[config.mk]
export PLATFORM = sky130hd
export DESIGN_NAME = cellColorRenderer
export DESIGN_NICKNAME = d
export VERILOG_FILES = /design/src/rtl/cellRendPkg.sv /design/src/rtl/cellRendCtrl.sv /design/src/rtl/cellRendDatapath.sv /design/src/rtl/cellColorRenderer.sv
export SDC_FILE = /design/constraint.sdc
export NUM_CORES = 1
export LEC_CHECK = 0
export BUFFER_PORTS_ARGS = -buffer_cell sky130_fd_sc_hd__buf_2
export CAP_MARGIN = 40
export CORE_MARGIN = 8
export CORE_UTILIZATION = 58
export DETAILED_ROUTE_END_ITERATION = 8
export PLACE_DENSITY = 0.79
export RECOVER_POWER = 25
export REMOVE_ABC_BUFFERS = 1
export SYNTH_ARGS = -nofsm -noshare
export SYNTH_HDL_FRONTEND = slang
export SYNTH_SLANG_ARGS = --single-unit
[constraint.sdc]
create_clock -name clk -period 2.47 [get_ports clk]
set_clock_uncertainty 0.05 [all_clocks]
set_input_delay 0.247 -clock clk [delete_from_list [all_inputs] [get_ports clk]]
set_output_delay 0.247 -clock clk [all_outputs]
set_load 0.05 [all_outputs]
[src/rtl/cellRendPkg.sv]
package cellRendPkg;
  localparam int CELL_PX    = 8;
  localparam int CELL_SHIFT = $clog2(CELL_PX);

  typedef struct packed {
    logic loadGrp;     // move prefetched bytes into the shifter
    logic shiftPix;    // advance one pixel
    logic capBmp;      // memData holds the bitmap byte
    logic capAttr;     // memData holds the attribute byte
    logic active;      // inside the active picture
    logic flashPhase;  // current flash phase
  } ctrlStrobeT;
endpackage

[src/rtl/cellRendCtrl.sv]
module cellRendCtrl
  import cellRendPkg::*;
#(
  parameter int H_PIX        = 256,
  parameter int V_LINES      = 192,
  parameter int ATTR_BASE    = 6144,
  parameter int ADDR_W       = 13,
  parameter int FLASH_FRAMES = 16
) (
  input  logic              clk,
  input  logic              rstN,
  input  logic              pixEn,
  input  logic              lineStart,
  input  logic              frameStart,
  output logic [ADDR_W-1:0] memAddr,
  output logic              memRd,
  output ctrlStrobeT        strobes
);
  localparam int COLS   = H_PIX / CELL_PX;
  localparam int GRP_W  = $clog2(COLS + 1);
  localparam int LINE_W = $clog2(V_LINES + 1);
  localparam int PIX_W  = $clog2(CELL_PX);
  localparam int FCNT_W = $clog2(FLASH_FRAMES);

  typedef enum logic [1:0] {F_IDLE, F_BMP, F_ATTR, F_CAP} fetchT;

  logic [PIX_W-1:0]  pixCnt;
  logic [GRP_W-1:0]  grpIdx;
  logic [GRP_W-1:0]  fetchCol;
  logic [LINE_W-1:0] lineNum;
  logic [FCNT_W-1:0] frameCnt;
  logic              inLine;
  logic              flashPhase;
  fetchT             fetchStep;

  logic lineOk, startLine, groupEnd, loadNow, fetchGo;
  logic [ADDR_W-1:0] bmpAddr, attrAddr;

  always_comb begin
    lineOk    = lineNum < LINE_W'(V_LINES);
    startLine = pixEn && lineStart && lineOk && !frameStart;
    groupEnd  = pixEn && inLine && !frameStart && !startLine
                && (pixCnt == PIX_W'(CELL_PX - 1));
    loadNow   = groupEnd && (grpIdx < GRP_W'(COLS));
    fetchGo   = startLine || (loadNow && (grpIdx < GRP_W'(COLS - 1)));
  end

  // line and group sequencing
  always_ff @(posedge clk) begin
    if (!rstN) begin
      pixCnt     <= '0;
      grpIdx     <= '0;
      inLine     <= 1'b0;
      lineNum    <= '0;
      frameCnt   <= '0;
      flashPhase <= 1'b0;
    end else if (frameStart) begin
      lineNum <= '0;
      inLine  <= 1'b0;
      if (frameCnt == FCNT_W'(FLASH_FRAMES - 1)) begin
        frameCnt   <= '0;
        flashPhase <= !flashPhase;
      end else begin
        frameCnt <= frameCnt + 1'b1;
      end
    end else if (startLine) begin
      inLine <= 1'b1;
      pixCnt <= '0;
      grpIdx <= '0;
    end else if (pixEn && inLine) begin
      pixCnt <= pixCnt + 1'b1;
      if (groupEnd) begin
        if (grpIdx == GRP_W'(COLS)) begin
          inLine  <= 1'b0;
          lineNum <= lineNum + 1'b1;
        end else begin
          grpIdx <= grpIdx + 1'b1;
        end
      end
    end
  end

  // two-read fetch sequence per group
  always_ff @(posedge clk) begin
    if (!rstN) begin
      fetchStep <= F_IDLE;
      fetchCol  <= '0;
    end else if (fetchGo) begin
      fetchStep <= F_BMP;
      fetchCol  <= startLine ? '0 : grpIdx + 1'b1;
    end else begin
      unique case (fetchStep)
        F_BMP:   fetchStep <= F_ATTR;
        F_ATTR:  fetchStep <= F_CAP;
        default: fetchStep <= F_IDLE;
      endcase
    end
  end

  always_comb begin
    bmpAddr  = ADDR_W'(lineNum) * ADDR_W'(COLS) + ADDR_W'(fetchCol);
    attrAddr = ADDR_W'(ATTR_BASE) + ADDR_W'(lineNum >> CELL_SHIFT) * ADDR_W'(COLS)
               + ADDR_W'(fetchCol);
    memAddr  = (fetchStep == F_ATTR) ? attrAddr : bmpAddr;
    memRd    = (fetchStep == F_BMP) || (fetchStep == F_ATTR);

    strobes.loadGrp    = loadNow;
    strobes.shiftPix   = pixEn && inLine && !loadNow;
    strobes.capBmp     = fetchStep == F_ATTR;
    strobes.capAttr    = fetchStep == F_CAP;
    strobes.active     = inLine && (grpIdx != '0);
    strobes.flashPhase = flashPhase;
  end
endmodule

[src/rtl/cellRendDatapath.sv]
module cellRendDatapath
  import cellRendPkg::*;
(
  input  logic       clk,
  input  logic       rstN,
  input  logic [7:0] memData,
  input  logic [2:0] borderColor,
  input  ctrlStrobeT strobes,
  output logic [3:0] pixColor,
  output logic       pixActive
);
  logic [CELL_PX-1:0] nextBmp, shiftReg;
  logic [7:0]         nextAttr, attrLatch;
  logic               pickFg;

  always_ff @(posedge clk) begin
    if (!rstN) begin
      nextBmp   <= '0;
      nextAttr  <= '0;
      shiftReg  <= '0;
      attrLatch <= '0;
    end else begin
      if (strobes.capBmp)  nextBmp  <= memData;
      if (strobes.capAttr) nextAttr <= memData;
      if (strobes.loadGrp) begin
        shiftReg  <= nextBmp;
        attrLatch <= nextAttr;
      end else if (strobes.shiftPix) begin
        shiftReg <= {shiftReg[CELL_PX-2:0], 1'b0};
      end
    end
  end

  always_comb begin
    pickFg    = shiftReg[CELL_PX-1] ^ (attrLatch[7] & strobes.flashPhase);
    pixActive = strobes.active;
    if (strobes.active)
      pixColor = {attrLatch[6], pickFg ? attrLatch[2:0] : attrLatch[5:3]};
    else
      pixColor = {1'b0, borderColor};
  end
endmodule

[src/rtl/cellColorRenderer.sv]
module cellColorRenderer
  import cellRendPkg::*;
#(
  parameter int H_PIX        = 256,
  parameter int V_LINES      = 192,
  parameter int ATTR_BASE    = 6144,
  parameter int ADDR_W       = 13,
  parameter int FLASH_FRAMES = 16
) (
  input  logic              clk,
  input  logic              rstN,
  input  logic              pixEn,
  input  logic              lineStart,
  input  logic              frameStart,
  input  logic [2:0]        borderColor,
  output logic [ADDR_W-1:0] memAddr,
  output logic              memRd,
  input  logic [7:0]        memData,
  output logic [3:0]        pixColor,
  output logic              pixActive
);
  ctrlStrobeT strobes;

  cellRendCtrl #(
    .H_PIX(H_PIX), .V_LINES(V_LINES), .ATTR_BASE(ATTR_BASE),
    .ADDR_W(ADDR_W), .FLASH_FRAMES(FLASH_FRAMES)
  ) ctrl (
    .clk(clk), .rstN(rstN), .pixEn(pixEn), .lineStart(lineStart),
    .frameStart(frameStart), .memAddr(memAddr), .memRd(memRd), .strobes(strobes)
  );

  cellRendDatapath dp (
    .clk(clk), .rstN(rstN), .memData(memData), .borderColor(borderColor),
    .strobes(strobes), .pixColor(pixColor), .pixActive(pixActive)
  );
endmodule

[After elaboration in Yosys (flattened, before gate mapping)]
Cells that the tools add are included.
Widths: inputs -> output; s select.
Operators by class
  add/subtract/negate cells: 7
  multiply operators: 0
  div/mod/pow operators: 0
  $lt $le $gt $ge: 3
  eq/ne operators: 7
  shift-type cells: 0
  mux-type cells: 19
  bitwise gates (word level): 5
  reduce and logical (&&, ||, !) cells: 29
Operators with widths (number)
  $mux 6: 5
  $add 13x6->13: 2
  $mux 8: 2
  $add 12x11->13 const A: 1
  $mux 13: 1
  $logic_and 1x1->1: 11
  $mux 3: 3
  $add 8x1->8 const B: 1
  $lt 8x8->1 const B: 1
  $mux 4: 2
  $reduce_and 4->1: 2
  $reduce_bool 2->1: 4
  $add 6x1->6 const B: 1
  $eq 6x6->1 const B: 1
  $lt 6x5->1 const B: 1
  $lt 6x6->1 const B: 1
  $reduce_bool 6->1: 1
  $mux 1: 5
  $add 4x1->4 const B: 1
  $eq 2x2->1 const B: 2
  $eq 4x4->1 const B: 1
  $logic_not 1->1: 4
  $pmux 2 s2: 1
  $reduce_and 2->1: 2
  other kinds (10): 14
Storage, ports and cells
  flip-flop bits (word level): 63
  bits in latches: 0
  RAM bits: 0
  memory bits (read-only): 0
  bits of input ports: 16
  output and inout port bits: 19
  logic and storage cells: 83
  memories: 0

[Depth between registers and ports, before layout]
Gate-level depths: netlist of the first run.
  word-level depth: 11
  gate-level depth with buffers: 8
  gate-level depth less buffers: 6

[Hierarchy]
From an unflattened synthesis of the first run, not the netlist that was laid out.
Unflattened totals
  cell total of the unflattened synthesis: 345
  area total of the unflattened synthesis: 3189.3 um2
By module, submodules not included
  cellRendCtrl: times used 1, cells each 207, area each 1798.0 um2, seq. area each 620.6 um2
  cellRendDatapath: times used 1, cells each 138, area each 1391.3 um2, seq. area each 640.6 um2

[Worst setup path before layout of the first run]
Ideal clock, no wire load.
  kind: register -> output
  start: register ctrl.lineNum[0]
  end: output port memAddr[9]
  arrival time: 2.069 ns
  data required time: 2.173 ns
  setup slack: 0.104 ns
  stages on the path, launching flop included: 6
  buffers on the path: 0
  cells stage by stage: dfxtp_1 > ha_1 > ha_1 > nand3_1 > xor2_1 > o21ai_0
Between the ends
  cells in the longest elaborated chain, start to end: 2
RTL lines
  start, declared: line cellRendCtrl.sv:30  | logic [LINE_W-1:0] lineNum;
  start signal, assigned: line cellRendCtrl.sv:75  | lineNum <= lineNum + 1'b1;
  $add 13x6->13: line cellRendCtrl.sv:101  | bmpAddr = ADDR_W'(lineNum) * ADDR_W'(COLS) + ADDR_W'(fetchCol);
  $mux 13: line cellRendCtrl.sv:104  | memAddr = (fetchStep == F_ATTR) ? attrAddr : bmpAddr;
  end, declared: line cellColorRenderer.sv:16  | output logic [ADDR_W-1:0] memAddr,
No other way between the ends.

[Final worst setup path of the first run]
  start: register ctrl.grpIdx[0]
  end: output port pixColor[0]
Between the ends
  cells in the longest elaborated chain, start to end: 3
RTL lines
  start, declared: line cellRendCtrl.sv:28  | logic [GRP_W-1:0] grpIdx;
  start signal, assigned: line cellRendCtrl.sv:77  | grpIdx <= grpIdx + 1'b1;
  $reduce_bool 6->1: line cellRendCtrl.sv:111  | strobes.active = inLine && (grpIdx != '0);
  $logic_and 1x1->1: line cellRendCtrl.sv:111
  $mux 4: line cellRendDatapath.sv:37  | if (strobes.active)
  end, declared: line cellColorRenderer.sv:19  | output logic [3:0] pixColor,
No other way between the ends.

==> results of run 1 <==
[kinds of logic (layout without fill, tap and decap cells)]
logic type                 after synthesis  after routing  share of synthesized area (%)
and+or+nand+nor                        113            113                           19.1
AOI/OAI and AO/OA                       80             80                           16.0
DFF                                     63             63                           40.5
buffers and inverters                   39             70                           6.15
muxes                                   24             24                           7.80
xor gates and xnor gates                20             20                           5.63
adders and majority gates               12             12                           4.82
[through the flow]
step / power [uW] / utilization (%) / TNS [ns]
floorplan: 1130 / - / -0.608
global placement: 1180 / 64.0 / 0
detailed placement: 1190 / 64.2 / 0
CTS: 1960 / 67.6 / 0
global route: 2020 / 67.7 / -0.00613
finish: 1940 / 67.7 / 0
[registers in the layout, summed over array words and instances (netlist names)]
name	cells
ctrl.grpIdx	6
dp.nextAttr	8
ctrl.frameCnt	4
ctrl.fetchStep	2
ctrl.inLine	1
dp.shiftReg	8
ctrl.fetchCol	6
ctrl.pixCnt	3
dp.attrLatch	8
dp.nextBmp	8
ctrl.lineNum	8
ctrl.flashPhase	1
[layout make-up]
| class | count | area, um^2 |
|---|---|---|
| Fill cell | 448 | 1660 |
| Timing Repair Buffer | 44 | 246 |
| Sequential cell | 63 | 1260 |
| Inverter | 10 | 37.5 |
| Tap cell | 70 | 87.6 |
| Clock inverter | 7 | 48.8 |
| Multi-Input combinational cell | 249 | 1670 |
| Clock buffer | 9 | 124 |
[placed cells by master, fill, tap and decap left out, types with 9 or more instances in the layout]
cell      instances
a21oi_1          29
buf_2            26
buf_4            11
clkbuf_8          9
dfxtp_1          61
ha_1             12
inv_1            10
mux2i_1          22
nand2_1          38
nand3_1           9
nor2_1           16
nor2b_1          19
o21ai_0          20
xnor2_1          12
[how the worst max path moves through the flow]
stage,startpoint,end,slack (ns),depth (start not counted)
finish,ctrl.grpIdx[0]$_SDFFE_PN0P_,pixColor[0],0.11,8
global route,ctrl.grpIdx[1]$_SDFFE_PN0P_,pixColor[2],-0.006,8
CTS,ctrl.grpIdx[0]$_SDFFE_PN0P_,pixColor[3],0.003,8
detailed placement,ctrl.pixCnt[0]$_SDFFE_PN0P_,ctrl.lineNum[2]$_SDFFE_PP0P_,0.34,7
global placement,ctrl.grpIdx[0]$_SDFFE_PN0P_,pixColor[3],0.43,8
floorplan,ctrl.pixCnt[0]$_SDFFE_PN0P_,ctrl.fetchCol[0]$_SDFFE_PN0P_,-0.09,6
[where the power goes]
group          total, uW  switching, uW  internal, uW
Clock                779            415           364
Combinational        124           77.2          47.0
Sequential          1040           9.89          1030
[cell usage after synthesis, types with 8 or more instances]
cell type  instances  area share [%]
dfxtp_1           63              41
a21boi_0           8             1.9
a21oi_1           29             4.7
nand3_1            9             1.4
inv_1             10             1.2
xnor2_1           12             3.4
o21ai_0           20             3.2
xor2_1             8             2.3
nor2b_1           19             3.8
nand2_1           38             4.6
mux2i_1           22             7.1
clkbuf_1          13             1.6
ha_1              12             4.8
nor2_1            16             1.9
[critical path, stage by stage, from the launching register on]
cell	delay [ns]
dfxtp_2	0.34
inv_1	0.06
ha_1	0.16
or4b_4	0.48
o21ai_2	0.15
buf_6	0.15
nand2_1	0.05
o21ai_0	0.05
buf_2	0.28
[timing repair]
action | CTS | global route
endpoints found under the hold margin | 0 | 0
hold buffers | 0 | 0
gates resized for setup | 1 | 9
cloned | 0 | 0
setup endpoints to repair | 1 | 5
[routing by layer]
| layer | share of wire [%] | track usage (%) |
|---|---|---|
| met5 | 0 | 0 |
| met4 | 1.4 | 8.16 |
| met3 | 3.7 | 4.32 |
| met2 | 48 | 30.2 |
| met1 | 47 | 20.9 |
==> impl_results.md, run 1 <==
* RSZ-0062 raised after global routing: yes
* Slew margin rel. at 53.0%
* Rows at 26
* HP Start: memData[3]
* Core ar. at 5140 um^2
* Period minus WS final at 2.36 ns
* Vias at 2477
* Largest net degree at the start of global routing at 36
* Final period util at 95.6%
* Mean Syn Cell Area at 8.87 um^2
* DR WL/cell at 14.7 um
* HP Class: in -> reg
* Reg-to-reg endpoint: ctrl.lineNum[2]$_SDFFE_PP0P_
* Synthesized area at 3110 um^2
* Number of remaining DRC errors at 0
* Count of input and output buffers at 34
* PD cells at 558 nW/um^2
* DP HPWL at 4.60 mm
* Post-CTS Setup Bufs at 0
* Crit end category: primary output
* Max Fclk at 0.423 GHz
* Syn Inst Count at 351
* Via density at 5.48
* Count of pins over their slew limit at 0
* Worst EP arrival at 2.06 ns
* Vias in the first global route at 2459
* Hold Path Depth at 3
* DIE AREA at 7970 um^2
* Critical Path RT at 2.17 ns
* Worst IR Drop VDD at 0.517 mV
* Total gr overflow at 0
* Area delta synth->final at 11.9%
* Die height at 89.3 um
* R2R Setup Slk at 0.24 ns
* Hold endpoint: dp.nextAttr[3]$_SDFFE_PN0N_
* Clock Latency Late Sink at 0.34 ns
* Final setup margin at 0.108 ns
* Library cells used by synthesis at 46
* CTS tree: built
* Final Hold Viols at 0
* Initial core utilization at 60.6%
* DRT iter0 DRCs at 119
* Layout Nets at 405
* Startpoint Class: register
* WHS at 0.124 ns
* Total CTS buffers at 9
* Routed WL at 6.64 mm
* Num Clock Sinks at 63
* # Max-Cap Violations at 0
* Critical path start-end classification: reg -> out
* Status: finished, final reports clean
* Launching point of the worst reg2reg path: ctrl.pixCnt[0]$_SDFFE_PN0P_
* Initial antenna violation count at 0
* Worst-margin pin slew at 0.705 ns
* Final Instance Area at 3480 um^2
* I/O pins at 35
* Yosys reg bits at 63
* P_leak at 0.00138 uW
* Share of layout cells above drive strength 1 at 17.0%
* R2R depth at 7
* Critical Path Fanout Max at 7
* Sequential share of the synthesized area at 40.5%
* ANT nets after route at 0
* H-tree depth at 3
* GRT Total Usage at 17.9%
* RD Place Congestion at 0.802
* DRT Pass-1 Iters at 4
* Post-DP Area at 3300 um^2
* Antenna cells at 0
* Root Buffer: clkbuf_8
* Synth async-reset ratio at 0%
* Worst-path clk slew at 0.08 ns
* Dpl ws at 0.338 ns
* Placed cells at 436
* Layout Cells excl Fill at 452
* Clk buf depth at 2
* Ys flop type: dfxtp_1
* Global-route wire length before repair at 11.1 mm
* Final setup viols at 0
* Post-synth EDFFs at 0
* YS warnings at 0
* Die Width at 89.3 um
(Power assumes the default switching activity.)
==> run 2: changes to the inputs <==
--- a/config.mk
+++ b/config.mk
@@ -5,6 +5,7 @@
 export SDC_FILE = /design/constraint.sdc
 export NUM_CORES = 1
 export LEC_CHECK = 0
+export ABC_AREA = 1
 export BUFFER_PORTS_ARGS = -buffer_cell sky130_fd_sc_hd__buf_2
 export CAP_MARGIN = 40
 export CORE_MARGIN = 8
@@ -13,6 +14,7 @@
 export PLACE_DENSITY = 0.79
 export RECOVER_POWER = 25
 export REMOVE_ABC_BUFFERS = 1
+export SETUP_SLACK_MARGIN = 0.4
 export SYNTH_ARGS = -nofsm -noshare
 export SYNTH_HDL_FRONTEND = slang
 export SYNTH_SLANG_ARGS = --single-unit
==> impl_results.md, run 2 <==
* Status: finished, final reports clean
* DRT iter0 DRCs at 161
* Fin Setup TNS at 0 ns
* Rows at 27
* Final period util at 81.4%
* HP Class: in -> reg
* Clock Latency Late Sink at 0.34 ns
* Worst-margin pin slew at 0.629 ns
* Antenna cells at 0
* YS warnings at 0
* Critical path's largest stage delay at 0.38 ns
* Layout Nets at 529
* Number of remaining DRC errors at 0
* Count of input and output buffers at 34
* Critical Path Fanout Max at 7
* CTS Hold Bufs at 0
* Total CTS buffers at 9
* DP HPWL at 5.10 mm
* # Max-Cap Violations at 0
* Library cells used by synthesis at 29
* Startpoint Class: register
* Syn Inst Count at 468
* RSZ-0062 raised after global routing: yes
* Initial core utilization at 59.0%
* Clock network fraction of total power at 42.9%
* Vias at 2961
* Initial antenna violation count at 0
* Num Clock Sinks at 63
* Max Fclk at 0.497 GHz
* Period minus WS final at 2.01 ns
* Final Hold Viols at 0
* I/O pins at 35
* Synth async-reset ratio at 0%
* Ys flop type: dfxtp_1
* Core ar. at 5410 um^2
* Critical Path RT at 2.17 ns
* Slew margin rel. at 57.9%
* Most frequent cells after synthesis: 103 x nand2_1, 83 x nor2_1, 63 x dfxtp_1
* Top-area cell type share of the netlist area at 39.5%
* Mean Syn Cell Area at 6.81 um^2
* RD Place Congestion at 0.915
* H-tree depth at 3
* Uppermost routed layer: met4
* Most frequent cells in the layout: 99 x nand2_1, 81 x nor2_1, 58 x dfxtp_1, 49 x inv_1, 41 x o21ai_0
* P_leak at 0.00168 uW
* Final setup viols at 0
* Global-route wire length before repair at 12.2 mm
* Worst IR Drop VDD at 0.358 mV
* GRT Total Usage at 17.8%
* Comb pwr share at 8.1%
* Sw frac at 25.1%
* Routed WL at 7.27 mm
* Via density at 5.12
* Synthesized area at 3190 um^2
* Vias in the first global route at 2783
* Final Instance Area at 3710 um^2
* Post-DP Area at 3370 um^2
* Switching power at 540 uW
* Post-synth EDFFs at 0
* Metal3 WL at 443 um
* M1 WL at 3.24 mm
* Clk buf depth at 2
* Die height at 90.2 um
* Routed length on met2 at 3.44 mm
* Count leader, synth: nand2_1
* ANT nets after route at 0
* Share of layout cells above drive strength 1 at 16.4%
* Largest net degree at the start of global routing at 31
* Root Buffer: clkbuf_8
* Worst EP arrival at 1.71 ns
* Commonest non-fill, non-tap cell in the layout: nand2_1
* Yosys top cell by area: dfxtp_1
* Sequential share of the synthesized area at 39.5%
* DR WL/cell at 12.6 um
* Delay-heaviest family, CP: compound AO/OA/AOI/OAI gates
* CP most frequent cell: ha_1
* Slowest cell on crit path: dfxtp_4
* Sequential share of power at 49.0%
* Internal at 1610 uW
* Count of pins over their slew limit at 0
* Critical path start-end classification: reg -> out
* Yosys reg bits at 63
* Worst-path clk slew at 0.07 ns
* Buf+Inv Stages, Crit Path at 2
* PD cells at 581 nW/um^2
* Synth area leaders: dfxtp_1 40%, nand2_1 12%, nor2_1 9.8%
* Die Width at 90.2 um
* Crit end category: primary output
* DRT Pass-1 Iters at 4
* CP cell instances: ha_1 > ha_1 > inv_1 > o21ai_0 > o211ai_1 > o21ai_2 > buf_6
* Area delta synth->final at 16.2%
* CTS tree: built
* Total gr overflow at 0
* DIE AREA at 8130 um^2
## run 2: cell count changes after synthesis, moves of 4 or more
cell      delta
nor2_1      +67
nand2_1     +65
inv_1       +42
o21ai_0     +23
mux2i_1     -22
nand3_1     +20
nor2b_1     -19
xnor2_1     -11
a21boi_0     -8
buf_2        -5
a311oi_1     -4
and2_1       -4
## run 2: per-stage QoR
step           hold slack, ns  cells  total power (uW)  setup WS [ns]  util, %
5_1_grt                 0.104    578              2230          0.393     68.6
3_5_place_dp            0.390    558              1240          0.621     62.3
2_1_floorplan           0.318    447              1180        0.00820        -
4_1_cts                0.0854    574              2160          0.311     67.0
3_3_place_gp            0.386    558              1230          0.641     62.3
6_report               0.0996    578              2150          0.460     68.6
## run 2: path summary, 6_finish.rpt
check                           cells past startpoint  slack (ns)                    startpoint                           end
worst max-delay path                                7        0.46  ctrl.lineNum[3]$_SDFFE_PP0P_                    memAddr[9]
worst min-delay path                                3         0.1                    memData[6]    dp.nextBmp[6]$_SDFFE_PN0P_
worst max register to register                     10        0.64   ctrl.pixCnt[0]$_SDFFE_PN0P_  ctrl.lineNum[4]$_SDFFE_PP0P_
worst min register to register                      2        0.40  dp.attrLatch[0]$_SDFFE_PN0P_  dp.attrLatch[0]$_SDFFE_PN0P_
## run 2: tightest hold or removal path: stages
cell and delay (ns):
buf_2 0.09, nor2_1 0.04, nor2_1 0.08
## run 2: logic make-up after synthesis
kind of cell | count (synthesis) | synth area share (%)
AOI/OAI and AO/OA | 74 | 12.4
and+or+nand+nor | 239 | 31.7
buffers and inverters | 74 | 10.0
xor gates and xnor gates | 6 | 1.65
adders and majority gates | 12 | 4.71
DFF | 63 | 39.5
## run 2: power by group through the flow
stage          combinational, uW  clock, uW  sequential, uW
2_1_floorplan                104          0            1070
3_3_place_gp                 157          0            1080
3_5_place_dp                 159          0            1080
4_1_cts                      165        940            1050
5_1_grt                      192        982            1060
6_report                     174        925            1060
## run 2: area by class of cell
type / count / area (um^2)
Fill cell: 468 / 1700
Multi-Input combinational cell: 331 / 1660
Sequential cell: 63 / 1270
Timing Repair Buffer: 43 / 270
Inverter: 53 / 201
Clock buffer: 11 / 151
Tap cell: 72 / 90.1
Clock inverter: 5 / 56.3
## run 2: metal layers
| metal | track usage [%] | vias up |
|---|---|---|
| li1 | - | 1554 |
| met1 | 20.0 | 1313 |
| met2 | 30.2 | 78 |
| met3 | 4.41 | 16 |
| met4 | 9.29 | 0 |
| met5 | 0 | - |
## run 2: timing repair
item,4_1_cts,5_1_grt
buffers inserted,0,4
endpoints found under the setup margin,12,12
cloned,0,0
resized for setup,18,23
pin swaps,1,6
==> run 3: changes to the inputs <==
--- a/config.mk
+++ b/config.mk
@@ -5,7 +5,7 @@
 export SDC_FILE = /design/constraint.sdc
 export NUM_CORES = 1
 export LEC_CHECK = 0
-export ABC_AREA = 1
+export ABC_AREA = 0
 export BUFFER_PORTS_ARGS = -buffer_cell sky130_fd_sc_hd__buf_2
 export CAP_MARGIN = 40
 export CORE_MARGIN = 8
==> constraint.sdc (replaced) <==
create_clock -name clk -period 2.06 [get_ports clk]
set_clock_uncertainty 0.05 [all_clocks]
set_input_delay 0.206 -clock clk [delete_from_list [all_inputs] [get_ports clk]]
set_output_delay 0.206 -clock clk [all_outputs]
set_load 0.05 [all_outputs]
==> impl_results.md, run 3 (synthesis gave the netlist of run 1 again) <==
* Status: finished, violations left
* Failing checks: setup timing
* Commonest non-fill, non-tap cell in the layout: dfxtp_1
* Critical Path Fanout Max at 7
* Clock network fraction of total power at 42.4%
* DP HPWL at 4.77 mm
* RD Place Congestion at 0.784
* Final setup viols at 8
* Rows at 26
* H-tree depth at 3
* Slew margin rel. at 57.9%
* CP cell instances: inv_2 > ha_4 > or4b_4 > o21ai_2 > buf_6 > inv_4 > and2_4 > buf_8
* CTS tree: built
* GRT Total Usage at 22.0%
* PD cells at 578 nW/um^2
* Internal at 1880 uW
* Layout Cells excl Fill at 484
* Worst-margin pin slew at 0.630 ns
* DR WL/cell at 20.5 um
* Period minus WS final at 2.22 ns
* Hold Path Depth at 3
* Die height at 89.3 um
* Count of input and output buffers at 34
* Clock Latency Late Sink at 0.34 ns
* Initial antenna violation count at 0
* Core ar. at 5140 um^2
* Switching power at 608 uW
* Worst EP arrival at 1.97 ns
* Worst IR Drop VDD at 0.451 mV
* P_leak at 0.00165 uW
* Slowest cell on crit path: or4b_4
* Sw frac at 24.5%
* DIE AREA at 7970 um^2
* Clk buf depth at 2
* Final core occ at 83.6%
* Placed cells at 440
* Vias in the first global route at 2900
* Critical Path RT at 1.80 ns
* Most frequent cells in the layout: 48 x dfxtp_1, 34 x buf_4, 27 x nand2_1, 22 x mux2i_1, 19 x nor2b_1
* Startpoint Class: register
* Delay-heaviest family, CP: simple AND/OR/NAND/NOR gates
* Total CTS buffers at 9
* Buf+Inv Stages, Crit Path at 4
* Global-route wire length before repair at 13.7 mm
* Largest net degree at the start of global routing at 23
* Antenna cells at 0
* Root Buffer: clkbuf_8
* Layout Nets at 439
* DRT iter0 DRCs at 284
* Area delta synth->final at 38.0%
* HP Class: in -> reg
* Comb pwr share at 7.6%
* Sequential share of power at 50.0%
* Final Hold Viols at 0
* Critical path start-end classification: reg -> out
* DRT Pass-1 Iters at 5
* Crit end category: primary output
* Initial core utilization at 60.6%
* Die Width at 89.3 um
* Final period util at 108%
* Num Clock Sinks at 63
* Share of layout cells above drive strength 1 at 42.5%
* Count of pins over their slew limit at 0
* R2R depth at 8
* Vias at 3039
* Critical path's largest stage delay at 0.46 ns
* Total gr overflow at 0
* Crit path depth at 8
* RSZ-0062 raised after global routing: yes
* ANT nets after route at 0
* Routed WL at 9.91 mm
* Worst-path clk slew at 0.07 ns
* CTS Hold Bufs at 0
* Via density at 6.28
* # Max-Cap Violations at 0
* Final setup margin at -0.165 ns
* I/O pins at 35
* Max Fclk at 0.449 GHz
* Number of remaining DRC errors at 0
==> run 3: changes by cell type in the layout (fill, tap and decap cells not counted), moves of 10 or more <==
cell     previous run  this run
a21oi_1            27        16
a21oi_2             1        12
buf_4              10        34
buf_6               5        17
dfxtp_1            58        48
inv_1              49         6
mux2i_1             0        22
nand2_1            99        27
nand3_1            29         3
nor2_1             81        14
nor2b_1             0        19
o21ai_0            41        12
==> run 3: repair_timing <==
| action | 4_1_cts | 5_1_grt |
|---|---|---|
| gates resized for setup | 127 | 42 |
| cloned | 1 | 0 |
| endpoints found under the setup margin | 47 | 49 |
| setup buffers | 16 | 13 |
| pin swaps | 21 | 16 |
==> run 3: final timing paths <==
path	start	endpoint	slack (ns)
setup / recovery	ctrl.grpIdx[1]$_SDFFE_PN0P_	pixColor[3]	-0.16
hold / removal	memData[2]	dp.nextAttr[2]$_SDFFE_PN0N_	0.09
setup reg to reg	ctrl.grpIdx[1]$_SDFFE_PN0P_	ctrl.lineNum[2]$_SDFFE_PP0P_	-0.10
hold reg to reg	dp.attrLatch[4]$_SDFFE_PN0P_	dp.attrLatch[4]$_SDFFE_PN0P_	0.41
==> run 3: worst reg2reg max path, cell delays in order (launching register included) <==
cell       delay (ns)
dfxtp_2          0.33
inv_2            0.07
ha_4             0.12
buf_4            0.09
nor4b_4          0.25
o2111ai_1        0.38
buf_4            0.30
or3_1            0.34
a21oi_1          0.14
==> run 3: power groups by stage <==
stage | Combinational, uW | Clock [uW] | Sequential (uW)
after global routing | 201 | 1110 | 1240
after floorplan | 90.8 | 0 | 1270
after global placement | 144 | 0 | 1270
after CTS | 173 | 1030 | 1240
final | 190 | 1050 | 1240
after detailed placement | 147 | 0 | 1270
==> run 3: area by class of cell <==
type	count	area (um^2)
sequential	63	1290
fill	278	843
inverter	10	40.0
multi-input combinational	249	2060
timing repair buffer	78	626
tap	70	87.6
clock inverter	4	47.5
clock buffer	10	138
==> run 3: per-layer routing <==
layer | vias up | wire length [um] | track usage, % | part of all wire (%)
li1 | 1342 | - | - | -
met4 | 0 | 408 | 10.7 | 4.1
met1 | 1474 | 3910 | 25.5 | 40
met2 | 171 | 4870 | 38.0 | 49
met3 | 52 | 715 | 4.14 | 7.2
met5 | - | 0 | 0 | 0
==> run 3: through the flow <==
step	instance area (um^2)	TNS (ns)	total power [uW]	hold slack, ns	setup slack [ns]
finish	4300	-0.852	2490	0.0926	-0.165
global route	4300	-1.30	2550	0.128	-0.197
CTS	4030	-0.711	2450	0.0926	-0.177
detailed placement	3330	0	1420	0.394	0.0508
global placement	3330	0	1420	0.386	0.105
floorplan	2960	-10.55	1360	0.278	-0.501
